$ cat src/rtl/rxq_pkg.sv
package rxq_pkg;

    localparam int unsigned FRAME_BITS = 10;

    typedef struct packed {
        logic       brk;
        logic       fe;
        logic [7:0] data;
    } rxq_entry_t;

    typedef enum logic [2:0] {
        S_IDLE,
        S_START,
        S_DATA,
        S_STOP,
        S_WAITHI
    } rxq_state_t;

    function automatic int unsigned trig_threshold(input logic [2:0] code);
        case (code)
            3'd0:    return 1;
            3'd1:    return 4;
            3'd2:    return 8;
            3'd3:    return 16;
            3'd4:    return 32;
            default: return 48;
        endcase
    endfunction

    function automatic int unsigned tmo_chars(input logic [1:0] code);
        case (code)
            2'd1:    return 4;
            2'd2:    return 8;
            2'd3:    return 16;
            default: return 0;
        endcase
    endfunction

endpackage

$ cat src/rtl/rxq_sampler.sv
module rxq_sampler
    import rxq_pkg::*;
#(
    parameter int OSR = 14
) (
    input  logic       clk,
    input  logic       rst,
    input  logic       tick,
    input  logic       rx_line,
    output logic       out_valid,
    output rxq_entry_t out_entry
);
    localparam int CW = $clog2(OSR);
    localparam logic [CW-1:0] HALF_M1 = CW'(OSR / 2 - 1);
    localparam logic [CW-1:0] LAST    = CW'(OSR - 1);

    logic [1:0]    sync_q;
    logic          rx_s;
    rxq_state_t    state;
    logic [CW-1:0] cnt;
    logic [2:0]    bitn;
    logic [7:0]    shreg;

    assign rx_s = sync_q[1];

    always_ff @(posedge clk) begin
        if (rst) begin
            sync_q    <= 2'b11;
            state     <= S_IDLE;
            cnt       <= '0;
            bitn      <= '0;
            shreg     <= '0;
            out_valid <= 1'b0;
            out_entry <= '0;
        end else begin
            sync_q    <= {sync_q[0], rx_line};
            out_valid <= 1'b0;
            if (tick) begin
                case (state)
                    S_IDLE: begin
                        if (!rx_s) begin
                            state <= S_START;
                            cnt   <= '0;
                        end
                    end
                    S_START: begin
                        if (cnt == HALF_M1) begin
                            cnt   <= '0;
                            bitn  <= '0;
                            state <= rx_s ? S_IDLE : S_DATA;
                        end else begin
                            cnt <= cnt + 1'b1;
                        end
                    end
                    S_DATA: begin
                        if (cnt == LAST) begin
                            cnt   <= '0;
                            shreg <= {rx_s, shreg[7:1]};
                            bitn  <= bitn + 1'b1;
                            if (bitn == 3'd7) state <= S_STOP;
                        end else begin
                            cnt <= cnt + 1'b1;
                        end
                    end
                    S_STOP: begin
                        if (cnt == LAST) begin
                            cnt            <= '0;
                            out_valid      <= 1'b1;
                            out_entry.data <= shreg;
                            out_entry.fe   <= !rx_s;
                            out_entry.brk  <= !rx_s && (shreg == 8'h00);
                            state          <= rx_s ? S_IDLE : S_WAITHI;
                        end else begin
                            cnt <= cnt + 1'b1;
                        end
                    end
                    default: begin
                        if (rx_s) state <= S_IDLE;
                    end
                endcase
            end
        end
    end

    AST_VALID_SINGLE: assert property (@(posedge clk) disable iff (rst)
        out_valid |=> !out_valid);
    AST_BRK_TAGGED: assert property (@(posedge clk) disable iff (rst)
        (out_valid && out_entry.brk) |-> (out_entry.fe && out_entry.data == 8'h00));

endmodule

$ cat src/rtl/rxq_fifo.sv
module rxq_fifo
    import rxq_pkg::*;
#(
    parameter int DEPTH = 64
) (
    input  logic                         clk,
    input  logic                         rst,
    input  logic                         wr_valid,
    input  rxq_entry_t                   wr_entry,
    input  logic                         rd_en,
    output rxq_entry_t                   head,
    output logic                         empty,
    output logic [$clog2(DEPTH+1)-1:0]   count,
    output logic                         pop,
    output logic                         overrun
);
    localparam int AW   = $clog2(DEPTH);
    localparam int CNTW = $clog2(DEPTH + 1);

    rxq_entry_t  mem [DEPTH];
    logic [AW-1:0] wr_ptr, rd_ptr;
    logic          full, wr_ok;

    assign empty = (count == '0);
    assign full  = (count == CNTW'(DEPTH));
    assign pop   = rd_en && !empty;
    assign wr_ok = wr_valid && (!full || pop);
    assign head  = mem[rd_ptr];

    always_ff @(posedge clk) begin
        if (wr_ok) mem[wr_ptr] <= wr_entry;
    end

    always_ff @(posedge clk) begin
        if (rst) begin
            wr_ptr  <= '0;
            rd_ptr  <= '0;
            count   <= '0;
            overrun <= 1'b0;
        end else begin
            overrun <= wr_valid && !wr_ok;
            if (wr_ok) wr_ptr <= wr_ptr + 1'b1;
            if (pop)   rd_ptr <= rd_ptr + 1'b1;
            case ({wr_ok, pop})
                2'b10:   count <= count + 1'b1;
                2'b01:   count <= count - 1'b1;
                default: count <= count;
            endcase
        end
    end

    AST_LEVEL_BOUND: assert property (@(posedge clk) disable iff (rst)
        count <= CNTW'(DEPTH));
    AST_OVR_ONLY_FULL: assert property (@(posedge clk) disable iff (rst)
        overrun |-> (count == CNTW'(DEPTH) && $past(count) == CNTW'(DEPTH)));
    AST_EMPTY_READ_HOLD: assert property (@(posedge clk) disable iff (rst)
        (rd_en && empty && !wr_valid) |=> (count == '0 && $stable(rd_ptr)));

endmodule

$ cat src/rtl/rxq_requests.sv
module rxq_requests
    import rxq_pkg::*;
#(
    parameter int DEPTH = 64,
    parameter int OSR   = 14
) (
    input  logic                       clk,
    input  logic                       rst,
    input  logic                       tick,
    input  logic [$clog2(DEPTH+1)-1:0] count,
    input  logic                       wr_seen,
    input  logic                       pop,
    input  logic [2:0]                 trig_sel,
    input  logic [1:0]                 tmo_sel,
    output logic                       trig_req,
    output logic                       tmo_req
);
    localparam int CNTW       = $clog2(DEPTH + 1);
    localparam int CHAR_TICKS = FRAME_BITS * OSR;
    localparam int TMO_MAX    = 16 * CHAR_TICKS;
    localparam int TW         = $clog2(TMO_MAX + 1);

    logic [CNTW-1:0] thr;
    logic [TW-1:0]   limit;
    logic [TW-1:0]   idle;

    assign thr      = CNTW'(trig_threshold(trig_sel));
    assign limit    = TW'(tmo_chars(tmo_sel) * CHAR_TICKS);
    assign trig_req = (count >= thr);
    assign tmo_req  = (tmo_sel != 2'd0) && (count != '0) && (idle >= limit);

    always_ff @(posedge clk) begin
        if (rst) begin
            idle <= '0;
        end else if (wr_seen || pop || count == '0) begin
            idle <= '0;
        end else if (tick && idle != TW'(TMO_MAX)) begin
            idle <= idle + 1'b1;
        end
    end

    AST_TRIG_NEEDS_DATA: assert property (@(posedge clk) disable iff (rst)
        trig_req |-> count != '0);
    AST_TMO_NEEDS_DATA: assert property (@(posedge clk) disable iff (rst)
        tmo_req |-> count != '0);
    AST_TMO_RESTART: assert property (@(posedge clk) disable iff (rst)
        (wr_seen || pop) |=> !tmo_req);

endmodule

$ cat src/rtl/serial_rx_queue.sv
module serial_rx_queue
    import rxq_pkg::*;
#(
    parameter int OSR   = 14,
    parameter int DEPTH = 64,
    parameter int LVL_W = 8
) (
    input  logic             clk,
    input  logic             rst,
    input  logic             os_tick,
    input  logic             rx_line,
    input  logic             rd_en,
    input  logic [2:0]       trig_sel,
    input  logic [1:0]       tmo_sel,
    output logic [10:0]      rd_word,
    output logic [LVL_W-1:0] rx_level,
    output logic             trig_req,
    output logic             tmo_req,
    output logic             overrun
);
    localparam int CNTW = $clog2(DEPTH + 1);

    logic            rx_valid;
    rxq_entry_t      rx_entry;
    rxq_entry_t      head;
    logic            empty;
    logic            pop;
    logic [CNTW-1:0] count;

    rxq_sampler #(.OSR(OSR)) u_sampler (
        .clk       (clk),
        .rst       (rst),
        .tick      (os_tick),
        .rx_line   (rx_line),
        .out_valid (rx_valid),
        .out_entry (rx_entry)
    );

    rxq_fifo #(.DEPTH(DEPTH)) u_fifo (
        .clk      (clk),
        .rst      (rst),
        .wr_valid (rx_valid),
        .wr_entry (rx_entry),
        .rd_en    (rd_en),
        .head     (head),
        .empty    (empty),
        .count    (count),
        .pop      (pop),
        .overrun  (overrun)
    );

    rxq_requests #(.DEPTH(DEPTH), .OSR(OSR)) u_req (
        .clk      (clk),
        .rst      (rst),
        .tick     (os_tick),
        .count    (count),
        .wr_seen  (rx_valid),
        .pop      (pop),
        .trig_sel (trig_sel),
        .tmo_sel  (tmo_sel),
        .trig_req (trig_req),
        .tmo_req  (tmo_req)
    );

    assign rd_word  = empty ? 11'h100 : {head.brk, head.fe, 1'b0, head.data};
    assign rx_level = LVL_W'(count);

    AST_EMPTY_FLAG_LEVEL: assert property (@(posedge clk) disable iff (rst)
        rd_word[8] |-> (rx_level == '0 && rd_word[10:9] == 2'b00));

endmodule

$ cat config.mk
export PLATFORM = sky130hd
export DESIGN_NAME = serial_rx_queue
export DESIGN_NICKNAME = d
export VERILOG_FILES = /design/src/rtl/rxq_pkg.sv /design/src/rtl/rxq_sampler.sv /design/src/rtl/rxq_fifo.sv /design/src/rtl/rxq_requests.sv /design/src/rtl/serial_rx_queue.sv
export SDC_FILE = /design/constraint.sdc
export NUM_CORES = 1
export LEC_CHECK = 0
export BUFFER_PORTS_ARGS = -buffer_cell sky130_fd_sc_hd__clkbuf_2
export CELL_PAD_IN_SITES_DETAIL_PLACEMENT = 0
export CELL_PAD_IN_SITES_GLOBAL_PLACEMENT = 1
export CORE_MARGIN = 2
export CORE_UTILIZATION = 35
export CTS_CLUSTER_DIAMETER = 100
export DETAILED_ROUTE_END_ITERATION = 12
export HOLD_SLACK_MARGIN = 0.12
export PLACE_DENSITY = 0.62
export SKIP_CTS_REPAIR_TIMING = 1
export SLEW_MARGIN = 40
export SYNTH_ARGS = -nofsm -noshare
export SYNTH_HDL_FRONTEND = slang
export SYNTH_HIERARCHICAL = 1
export SYNTH_SLANG_ARGS = --single-unit
$ cat constraint.sdc
create_clock -name clk -period 9.14 [get_ports clk]
set_clock_uncertainty 0.2 [all_clocks]
set_input_delay 1.371 -clock clk [delete_from_list [all_inputs] [get_ports clk]]
set_output_delay 1.371 -clock clk [all_outputs]
set_load 0.03 [all_outputs]
# After elaboration in Yosys (flattened, before gate mapping)
# Memory sizes are Yosys's and may differ from the RTL's. A register that Yosys moved wholly into a read port is not among the register bits.
# Index checks and enable logic that the tools add are counted.
[classes]
add_sub_neg = 7
multipliers = 1
magnitude_cmp = 2
eq_ne = 22
mux = 25
n_bitwise = 2
n_reduce_logical = 32
[ops]
columns = ["cell", "count"]
rows = [
  ["6-bit case mux with 5 select lines", 1],
  ["3-bit 2-to-1 mux", 9],
  ["5-bit case mux with 3 select lines", 1],
  ["7-bit case mux with 2 select lines", 1],
  ["12-bit by 1-bit adder with 12-bit output, second input constant", 1],
  ["6-bit by 1-bit adder with 6-bit output, second input constant", 2],
  ["3-bit by 2-bit == test with 1-bit output, second input constant", 4],
  ["12-bit >= comparator", 1],
  ["4-bit 2-to-1 mux", 3],
  ["6-bit 2-to-1 mux", 2],
  ["12-bit != test, second input constant", 1],
  ["3-bit case mux with 4 select lines", 1],
  ["4-bit case mux with 3 select lines", 1],
  ["11-bit 2-to-1 mux", 1],
  ["5-bit by 6-bit multiplier with 10-bit output, second input constant", 1],
  ["3-bit AND reduction", 3],
  ["8-bit zero test", 1],
  ["2-bit by 1-bit != test with 1-bit output, second input constant", 4],
  ["7-bit by 1-bit adder with 7-bit output, second input constant", 1],
  ["7-bit == test, second input constant", 1],
  ["7-bit by 6-bit >= comparator with 1-bit output", 1],
  ["1-bit logical AND", 7],
  ["7-bit zero test", 1],
  ["7-bit AND reduction", 1],
  ["other kinds (24)", 41],
]
[word_totals]
reg_bits = 63
mem_bits_rw = 640
inputBits = 10
output_inout_bits = 22
word_cells = 106
mem_count = 1
[memory_table]
columns = ["name", "words", "word_bits", "rd", "rd_ports_with_merged_regs", "wr", "line", "rtl"]
rows = [
  ["u_fifo.mem", 64, 10, 1, 1, 1, "rxq_fifo.sv:20", "rxq_entry_t mem [DEPTH];"],
]

# Depth between registers and ports, before layout
# Gate-level depths: netlist (run 1).
[depth]
depth_word = 7
ltp_mapped = 11
depth_no_buf = 11

# Cells and area by module
# Netlist (run 1), hierarchy kept.
[by_module_without_submodules]
columns = ["mod", "n_inst", "cells_each", "area_each_um2", "seq_area_each_um2"]
rows = [
  ["rxq_fifo", 1, 1305, 26081.3, 19738.9],
  ["rxq_sampler", 1, 154, 1455.1, 620.6],
  ["rxq_requests", 1, 122, 1027.2, 240.2],
  ["serial_rx_queue", 1, 13, 81.3, 0.0],
]

# Worst setup path before layout (run 1)
# Ideal clock, no wire load.
[synth_timing]
path_kind = "input -> output"
from = "input port tmo_sel[1]"
to = "output port tmo_req"
arrival_time_ns = 3.909
required_time_ns = 7.569
slack_ns = 3.660
cell_stages = 8
n_path_buf = 0
cell_sequence = "inv_1 -> ha_1 -> inv_1 -> ha_1 -> o211ai_1 -> a21boi_0 -> o2111ai_1 -> a2111oi_0"
[synth_between]
elab_chain_cells = 5
word_cells_on_any_way = 9
classes_between = "mul (1); order compare (1); eq/ne (3); mux (1); reduce/logical (3)"
[synth_rtl]
columns = ["item", "line", "rtl"]
rows = [
  ["from (decl)", "serial_rx_queue.sv:14", "input logic [1:0] tmo_sel,"],
  ["2-bit == test or 2-bit by 1-bit == test with 1-bit output (tied branches)", "rxq_pkg.sv:31", "case (code)"],
  ["5-bit case mux with 3 select lines", "rxq_pkg.sv:31", ""],
  ["5-bit by 6-bit multiplier with 10-bit output", "rxq_requests.sv:28", "assign limit = TW'(tmo_chars(tmo_sel) * CHAR_TICKS);"],
  ["12-bit >= comparator", "rxq_requests.sv:30", "assign tmo_req = (tmo_sel != 2'd0) && (count != '0) && (idle >= limit);"],
  ["1-bit logical AND *", "rxq_requests.sv:30", ""],
  ["to (decl)", "serial_rx_queue.sv:18", "output logic tmo_req,"],
]
# Mark *: on every way between the ends. The rest lies on a longest branch, timed or not.

==> flow_metrics.tcl, run 1 <==
set metrics [dict create \
    worst_ep_arrival_time_ns 4.09 \
    io_pins 32 \
    r2r_cells 10 \
    dr.pass1.iters 5 \
    period_share_pct 61.99 \
    synthCells 1594 \
    ys_seq_elements 709 \
    die_height_um 290.1 \
    rsz0062_at_grt "false" \
    grt_antenna_before_repair 0 \
    avgSynthCellArea_um2 17.97 \
    core_um2 80810 \
    n_antenna_cell 0 \
    cts_tree "yes" \
    power.density_nw_per_um2 200.9 \
    cap_violations 0 \
    synthDistinctLibCells 74 \
    relSlewSlack_pct 35.93 \
    worst-setup-path-type "flop to primary output" \
    gp_congestion 0.7686 \
    yosysTopAreaCell "edfxtp_1" \
    clockBufferDepth 3 \
    antenna_left 0 \
    clock_sinks 709 \
    tightest_slew_ns 0.9553 \
    crit_fanout 105 \
    grt_pass1_wl_um 101100 \
    drt_iter0_markers 1172 \
    drive_above_1_share_pct 25.01 \
    grt-ovfl-total 0 \
    syn_nets 1636 \
    min_period_ns 5.665 \
    holdWs_ns 0.2061 \
    cts_root_buffer "clkbuf_16" \
    ys.flop_type "edfxtp_1" \
    finish.utilization_pct 40.39 \
    fp-row-count 104 \
    h-tree-depth 3 \
    dieArea_um2 84150 \
    hold-path-cell-count 1 \
    viasPerCell 5.321 \
    vias 14770 \
    syn_area_um2 28640 \
    max_freq_ghz 0.1765 \
    synthTopCellsByArea "edfxtp_1 67%, mux4_2 11%, dfxtp_1 4.8%, mux2i_1 2.0%, nor2_1 1.8%" \
    leakagePower_nw 11.71 \
    mostFrequentLayoutCell "edfxtp_1" \
    grt_usage_pct 16.22 \
    grt_max_degree 118 \
    ys_seq_area_share_pct 71.91 \
    yosys_warnings 6 \
    fillers 7187 \
    insertion_delay_ns 0.61 \
    portBuffers 30 \
    grt_pass1_vias 15020 \
    numCtsBuffers 76 \
    hp-class "flop to flop" \
    start_util_pct 35.45 \
    clk_pin_slew_ns 0.06 \
    synthArstFlopShare_pct 0 \
    startpoint_type "flop" \
    dp_hpwl_um 40810 \
    slew_violations 0 \
    hold_viol 0 \
    tns_ns 0 \
    peakVddDrop_v 0.0001382 \
    drc 0 \
    cp.required_ns 7.57 \
    synth_top_area_share_pct 67.09 \
    end_kind "primary output" \
    die_w_um 290.1 \
    syn2layout_area_growth_pct 13.95 \
    status "completed" \
    routedWlPerCell_um 24.64 \
    synth-edff-count 640 \
    setup_violations 0 \
    routed_wl_um 68380 \
    fin_nets 1695 \
    final_cell_mix "640 x edfxtp_1, 145 x mux4_2, 81 x nor2_1" \
]
worst paths after layout:
kind	from	to	slack [ns]
worst max-delay path	flop	rd_word[9]	3.47
worst min-delay path	u_sampler/sync_q[0]$_SDFF_PP1_	u_sampler/sync_q[1]$_SDFF_PP1_	0.21
worst max register to register	u_fifo/count[2]$_SDFFE_PP0P_	u_fifo/count[6]$_SDFFE_PP0P_	5.54
worst min register to register	u_sampler/sync_q[0]$_SDFF_PP1_	u_sampler/sync_q[1]$_SDFF_PP1_	0.21
cell families after synthesis:
group,count (synthesis),share of synthesized area [%]
fa+ha+maj,32,1.424
compound gates,162,4.049
mux,211,13.74
other cells,1,0.01309
buf+inv,106,1.887
xor+xnor,22,0.6726
flops,709,71.91
simple gates,351,6.299
worst max-delay path, stage by stage, from the launching register on:
cell and delay (ns):
dfxtp_4 0.76, buf_12 0.58, mux4_2 0.59, nand2b_1 0.16, a21oi_1 0.34, a21oi_1 0.10
a21oi_1 0.25, o21ai_0 0.13, nor2b_1 0.20, clkbuf_2 0.21
final cells by class:
cell class / instances / area, um2 / area share [%]
clock buffers: 101 / 2078 / 6.367
clock inverters: 39 / 430.4 / 1.319
multi-input cells: 779 / 7646 / 23.43
flip-flops and latches: 709 / 20620 / 63.19
well taps: 1060 / 1326 / 4.063
inverters: 22 / 82.58 / 0.2530
repair buffers: 65 / 451.7 / 1.384
layer usage:
| metal | global-route usage (%) | up-vias | routed length [um] | part of all wire (%) |
|---|---|---|---|---|
| met5 | 0 | - | 0 | 0 |
| met3 | 2.765 | 106 | 3308 | 4.8 |
| met1 | 22.67 | 7793 | 30550 | 45 |
| met2 | 26.08 | 373 | 32790 | 48 |
| met4 | 4.776 | 0 | 1727 | 2.5 |
| li1 | - | 6493 | - | - |
power by group:
| group | switching (mW) | leakage (nW) | internal (mW) |
|---|---|---|---|
| logic | 0.0144 | 2.49 | 0.00797 |
| registers | 0.000832 | 8.01 | 3.48 |
| clock network | 1.27 | 1.21 | 1.79 |
| total | 1.28 | 11.7 | 5.27 |
cell usage after synthesis (5+ instances only):
master and n:
a2111oi_0 6, a211oi_1 22, a21oi_1 34, a221oi_1 10, a22o_1 8, a22oi_1 22
a31oi_1 5, buf_1 10, buf_2 25, buf_4 17, clkbuf_1 26, dfxtp_1 69
edfxtp_1 640, ha_1 31, inv_1 22, mux2_2 8, mux2i_1 58, mux4_2 145
nand2_1 52, nand2b_1 21, nand3_1 10, nand3b_1 7, nand4_1 9, nor2_1 134
nor2b_1 45, nor3_1 16, nor4_1 9, o21ai_0 25, o41ai_1 5, or2_2 6
or3_1 6, or3b_2 6, xnor2_1 11, xor2_1 11
flip-flops by register name (all words and copies together) (netlist names), named ones only:
register and cells:
u_fifo/count 7, u_fifo/mem 640, u_fifo/overrun 1, u_fifo/rd_ptr 6, u_fifo/wr_ptr 6, u_req/idle 12, u_sampler/bitn 3, u_sampler/cnt 4
u_sampler/out_entry 10, u_sampler/out_valid 1, u_sampler/shreg 8, u_sampler/state 3, u_sampler/sync_q 2
through the flow:
| stage | area [um2] | cells | total power [mW] | setup slack, ns |
|---|---|---|---|---|
| 3_3_place_gp | 29980 | 2633 | 3.571 | 4.011 |
| 6_report | 32640 | 2775 | 6.557 | 3.475 |
| 3_5_place_dp | 30120 | 2634 | 3.571 | 4.018 |
| 5_1_grt | 32640 | 2775 | 6.755 | 3.218 |
| 4_1_cts | 32620 | 2774 | 6.629 | 3.424 |
| 2_1_floorplan | 28650 | 1594 | 3.563 | 3.660 |
Power figures use the tool's default switching activity.
==> run 2, diff against run 1 <==
==> constraint.sdc (replaced) <==
create_clock -name clk -period 5.43 [get_ports clk]
set_clock_uncertainty 0.2 [all_clocks]
set_input_delay 0.8145 -clock clk [delete_from_list [all_inputs] [get_ports clk]]
set_output_delay 0.8145 -clock clk [all_outputs]
set_load 0.03 [all_outputs]
==> run 2 against run 1 <==
  * Utilization up 0.24 points
  * Count of clock-buffer cells in the layout down 7
  * Sequential share of layout area down 0.37 points
  * Via count up 1.6%
  * Register-to-register slack worse by 3.7 ns
  * Critical path depth down 1
  * First-iteration DRC count up 18%
  * Die area unchanged
  * Final area up 0.60%
  * Critical endpoint is now rd_word[7]
  * Largest cell class unchanged
==> flow_metrics.tcl, run 2 (synthesis gave the netlist of run 1 again) <==
set metrics [dict create \
    hold_viol 0 \
    h-tree-depth 3 \
    tightest_slew_ns 0.9645 \
    die_height_um 290.1 \
    largest_reg_flops 640 \
    core_um2 80810 \
    fp-row-count 104 \
    relSlewSlack_pct 35.54 \
    portBuffers 30 \
    dr.pass1.iters 5 \
    drc 0 \
    finish.utilization_pct 40.63 \
    cp.required_ns 4.42 \
    end_kind "primary output" \
    clock_sinks 709 \
    vias 15000 \
    crit_path_max_incr_delay_ns 0.75 \
    routed_wl_um 69390 \
    n_antenna_cell 0 \
    power.density_nw_per_um2 338.3 \
    status "completed" \
    crit_chain "buf_12 > buf_12 > mux4_2 > a22o_1 > a221oi_1 > a221oi_1 > nor2b_1 > clkbuf_2" \
    grt_pass1_vias 15360 \
    top_regs "u_fifo/mem: 640 flops, u_req/idle: 12 flops, u_sampler/out_entry: 10 flops" \
    gp_congestion 0.7979 \
    numCtsBuffers 78 \
    worst_ep_arrival_time_ns 3.90 \
    rsz0062_at_grt "false" \
    slowest_stage "dfxtp_4" \
    top_register "u_fifo/mem" \
    antenna_left 0 \
    cts_root_buffer "clkbuf_16" \
    drt_iter0_markers 1385 \
    dieArea_um2 84150 \
    leakagePower_nw 11.86 \
    cts_tree "yes" \
    worst-setup-path-type "flop to primary output" \
    clk_pin_slew_ns 0.05 \
    drive_above_1_share_pct 24.94 \
    slew_violations 0 \
    min_period_ns 4.911 \
    setup_violations 0 \
    grt_antenna_before_repair 1 \
    cap_violations 0 \
    hp-class "primary input to flop" \
    dp_hpwl_um 43170 \
    clockBufferDepth 3 \
    grt_max_degree 66 \
    fin_nets 1717 \
    period_share_pct 90.45 \
    crit_fanout 61 \
    mostFrequentLayoutCell "edfxtp_1" \
    fin_area_um2 32840 \
    insertion_delay_ns 0.61 \
    grt-ovfl-total 0 \
    die_w_um 290.1 \
    final_cell_mix "640 x edfxtp_1, 145 x mux4_2, 94 x nor2_1" \
    viasPerCell 5.365 \
    start_util_pct 35.45 \
    placed_area_um2 30290 \
    grt_usage_pct 16.42 \
    grt_pass1_wl_um 103100 \
    max_freq_ghz 0.2036 \
    syn2layout_area_growth_pct 14.63 \
    peakVddDrop_v 0.0002382 \
    routedWlPerCell_um 24.82 \
    io_pins 32 \
    startpoint_type "flop" \
    tns_ns 0 \
]
==> run 2: changes by cell type in the layout (fill, tap and decap cells not counted), sizes merged <==
cell      delta
clkinvlp     -2
buf         +20
clkbuf       -7
bufinv       +2
inv          +1
clkinv       +7
==> run 2: per-layer routing <==
layer	track usage, %	up-vias	part of all wire [%]
met4	4.205	0	2.1
met1	23.18	7898	45
met5	0	-	0
met2	26.52	466	48
li1	-	6536	-
met3	2.704	100	5.5
==> run 2: report_power, final <==
part / total (mW) / switching (mW) / internal [mW]
clock: 5.21 / 2.14 / 3.07
combinational: 0.0365 / 0.0234 / 0.0131
sequential: 5.86 / 0.00141 / 5.86
==> run 2: worst paths after layout <==
check / cells past startpoint / to / start / slack [ns]
worst max-delay path: 8 / rd_word[7] / flop / 0.52
worst min-delay path: 2 / u_sampler/sync_q[0]$_SDFF_PP1_ / rx_line / 0.20
worst max register to register: 10 / u_fifo/count[6]$_SDFFE_PP0P_ / u_fifo/count[2]$_SDFFE_PP0P_ / 1.82
worst min register to register: 1 / u_sampler/sync_q[1]$_SDFF_PP1_ / u_sampler/sync_q[0]$_SDFF_PP1_ / 0.21
==> run 2: cell type report <==
| type | count | area, um2 |
|---|---|---|
| timing repair buffer | 85 | 654.4 |
| clock buffer | 94 | 2033 |
| sequential | 709 | 20630 |
| fill | 7173 | 47970 |
| clock inverter | 47 | 493.0 |
| inverter | 22 | 82.58 |
| multi-input combinational | 779 | 7620 |
| tap | 1060 | 1326 |
==> run 2: critical path, delay by kind of cell (launching register included) <==
kind / cells / cell delay (ns)
compound gates: 3 / 0.91
mux: 1 / 0.35
simple gates: 1 / 0.21
flops: 1 / 0.75
buf+inv: 3 / 1.00
==> run 2: per-stage QoR <==
step           cells  total power, mW  hold slack, ns  worst slack [ns]
3_5_place_dp    2654            6.010          0.1963             1.161
2_1_floorplan   1594            5.998          0.1895             1.063
5_1_grt         2796            11.44          0.1684            0.3018
6_report        2796            11.11          0.2000            0.5187
3_3_place_gp    2653            6.009          0.1992             1.094
4_1_cts         2795            11.22          0.1613            0.4975
==> run 3, diff against run 2 <==
==> constraint.sdc (replaced) <==
create_clock -name clk -period 5.43 [get_ports clk]
set_clock_uncertainty 0.2 [all_clocks]
set_input_delay 0.543 -clock clk [delete_from_list [all_inputs] [get_ports clk]]
set_output_delay 0.543 -clock clk [all_outputs]
set_load 0.03 [all_outputs]
==> run 3 against run 2 <==
  * Setup slack gained 0.31 ns
  * Worst hold slack improved by 0.015 ns
  * Via count about the same
  * Total power is 1.9% lower
  * Fmax rose by 6.7%
  * Sequential cell count unchanged
  * Sequential power barely moved
  * Die area unchanged
  * Wire length is 2.0% higher
  * Sequential share of layout area rose by 0.32 points
  * Critical path depth rose by 1
  * Utilization decreased by 0.21 points
  * Critical endpoint is now rd_word[10]
==> flow_metrics.tcl, run 3 (synthesis gave the netlist of run 1 again) <==
set metrics [dict create \
    cap_violations 0 \
    startpoint_type "flop" \
    r2r_setup_slack_ns 1.78 \
    dieArea_um2 84150 \
    dpl.cell_count 2640 \
    worst_ep_arrival_time_ns 3.86 \
    final_cell_count_no_fill 2780 \
    grt_pass1_wl_um 104400 \
    h-tree-depth 3 \
    hold_viol 0 \
    intPower_mw 8.721 \
    rr_startpoint "u_fifo/count[2]$_SDFFE_PP0P_" \
    slew_violations 0 \
    drc 0 \
    relSlewSlack_pct 32.55 \
    p_switching_mw 2.176 \
    fin_nets 1705 \
    n_antenna_cell 0 \
    grt-ovfl-total 0 \
    grt_pass1_vias 15120 \
    rsz0062_at_grt "false" \
    vias 15010 \
    viasPerCell 5.398 \
    min_period_ns 4.605 \
    clk_pin_slew_ns 0.06 \
    clock_sinks 709 \
    comb_power_share_pct 0.3 \
    drive_above_1_share_pct 25.58 \
    mostFrequentLayoutCell "edfxtp_1" \
    p_clk_share_pct 45.9 \
    largest_reg_flops 640 \
    cts_root_buffer "clkbuf_16" \
    dp_hpwl_um 43790 \
    final_cell_mix "640 x edfxtp_1, 145 x mux4_2, 78 x clkbuf_16" \
    antenna_left 0 \
    core_um2 80810 \
    routedWlPerCell_um 25.46 \
    clockBufferDepth 3 \
    leakagePower_nw 11.74 \
    crit_fanout 28 \
    status "completed" \
    multiInputGateArea_um2 7671 \
    io_pins 32 \
    drt_iter0_markers 1354 \
    end_kind "primary output" \
    switching_share_pct 19.97 \
    worst-setup-path-type "flop to primary output" \
    gp_congestion 0.8127 \
    period_share_pct 84.81 \
    tns_ns 0 \
    numCtsBuffers 77 \
    tightest_slew_ns 0.9987 \
    register_area_um2 20630 \
    peakVddDrop_v 0.0001785 \
    grt_usage_pct 16.80 \
    top_register "u_fifo/mem" \
    r2r_cells 10 \
    top_regs "u_fifo/mem: 640 flops, u_req/idle: 12 flops, u_sampler/out_entry: 10 flops" \
    syn2layout_area_growth_pct 14.04 \
    pwr-share-seq_pct 53.8 \
    cts_tree "yes" \
    insertion_delay_ns 0.62 \
    setup.worst_path.end "rd_word[10]" \
    power.density_nw_per_um2 333.6 \
    setup_violations 0 \
    portBuffers 30 \
    cp.required_ns 4.69 \
    fp-row-count 104 \
    grt_antenna_before_repair 4 \
    die_w_um 290.1 \
    max_freq_ghz 0.2172 \
    grt_max_degree 66 \
    routed_wl_um 70790 \
    die_height_um 290.1 \
    fillers 7157 \
    dr.pass1.iters 7 \
    start_util_pct 35.45 \
    hp-class "flop to flop" \
    r2r-end "u_fifo/count[6]$_SDFFE_PP0P_" \
]
==> run 3: critical path, cell delays in order (launching register included) <==
cell	delay (ns)
dfxtp_4	0.57
buf_12	0.26
buf_12	0.26
nand2b_1	0.23
a211oi_1	0.08
o41ai_1	0.89
a21oi_1	0.27
o21ai_0	0.15
nor2b_1	0.20
clkbuf_2	0.24
==> run 3: through the flow <==
| step | total power [mW] | worst slack, ns | area, um2 | util, % | hold WS [ns] |
|---|---|---|---|---|---|
| after floorplan | 5.998 | 1.606 | 28650 | - | 0.1895 |
| after global placement | 6.009 | 1.306 | 30010 | 37.14 | 0.2070 |
| after detailed placement | 6.010 | 1.338 | 30190 | 37.36 | 0.2065 |
| after CTS | 11.01 | 0.6414 | 32590 | 40.33 | -0.1226 |
| after global routing | 11.22 | 0.5988 | 32670 | 40.42 | 0.2359 |
| final | 10.90 | 0.8251 | 32670 | 40.42 | 0.2154 |
==> run 3: worst min-delay path by stage <==
stage | from | end | slack, ns | depth (start not counted)
after floorplan | u_sampler/sync_q[0]$_SDFF_PP1_ | u_sampler/sync_q[1]$_SDFF_PP1_ | 0.19 | 1
after global placement | u_sampler/sync_q[0]$_SDFF_PP1_ | u_sampler/sync_q[1]$_SDFF_PP1_ | 0.21 | 1
after CTS | rx_line | u_sampler/sync_q[0]$_SDFF_PP1_ | -0.12 | 2
final | u_sampler/sync_q[0]$_SDFF_PP1_ | u_sampler/sync_q[1]$_SDFF_PP1_ | 0.22 | 1
after global routing | u_sampler/sync_q[0]$_SDFF_PP1_ | u_sampler/sync_q[1]$_SDFF_PP1_ | 0.24 | 1
after detailed placement | u_sampler/sync_q[0]$_SDFF_PP1_ | u_sampler/sync_q[1]$_SDFF_PP1_ | 0.21 | 1
==> run 3: layout make-up <==
| class | count | area share, % |
|---|---|---|
| inverters | 22 | 0.2528 |
| repair buffers | 74 | 1.724 |
| well taps | 1060 | 4.060 |
| clock buffers | 93 | 6.148 |
| clock inverters | 43 | 1.191 |
| multi-input cells | 779 | 23.48 |
| flip-flops and latches | 709 | 63.14 |
==> run 3: layer usage <==
metal / global-route usage (%) / wire length, um / vias up / part of all wire [%]
met1: 23.74 / 31590 / 7914 / 45
met2: 26.50 / 33040 / 487 / 47
met4: 4.865 / 1567 / 4 / 2.2
met5: 0 / 27 / - / 0.038
li1: - / - / 6499 / -
met3: 3.232 / 4561 / 103 / 6.4
==> run 3: power groups by stage <==
stage	combinational (mW)	sequential, mW	clock, mW
after floorplan	0.0243	5.97	0
after global placement	0.0365	5.97	0
after detailed placement	0.0374	5.97	0
after CTS	0.0375	5.86	5.12
after global routing	0.0440	5.85	5.32
final	0.0378	5.86	5.00
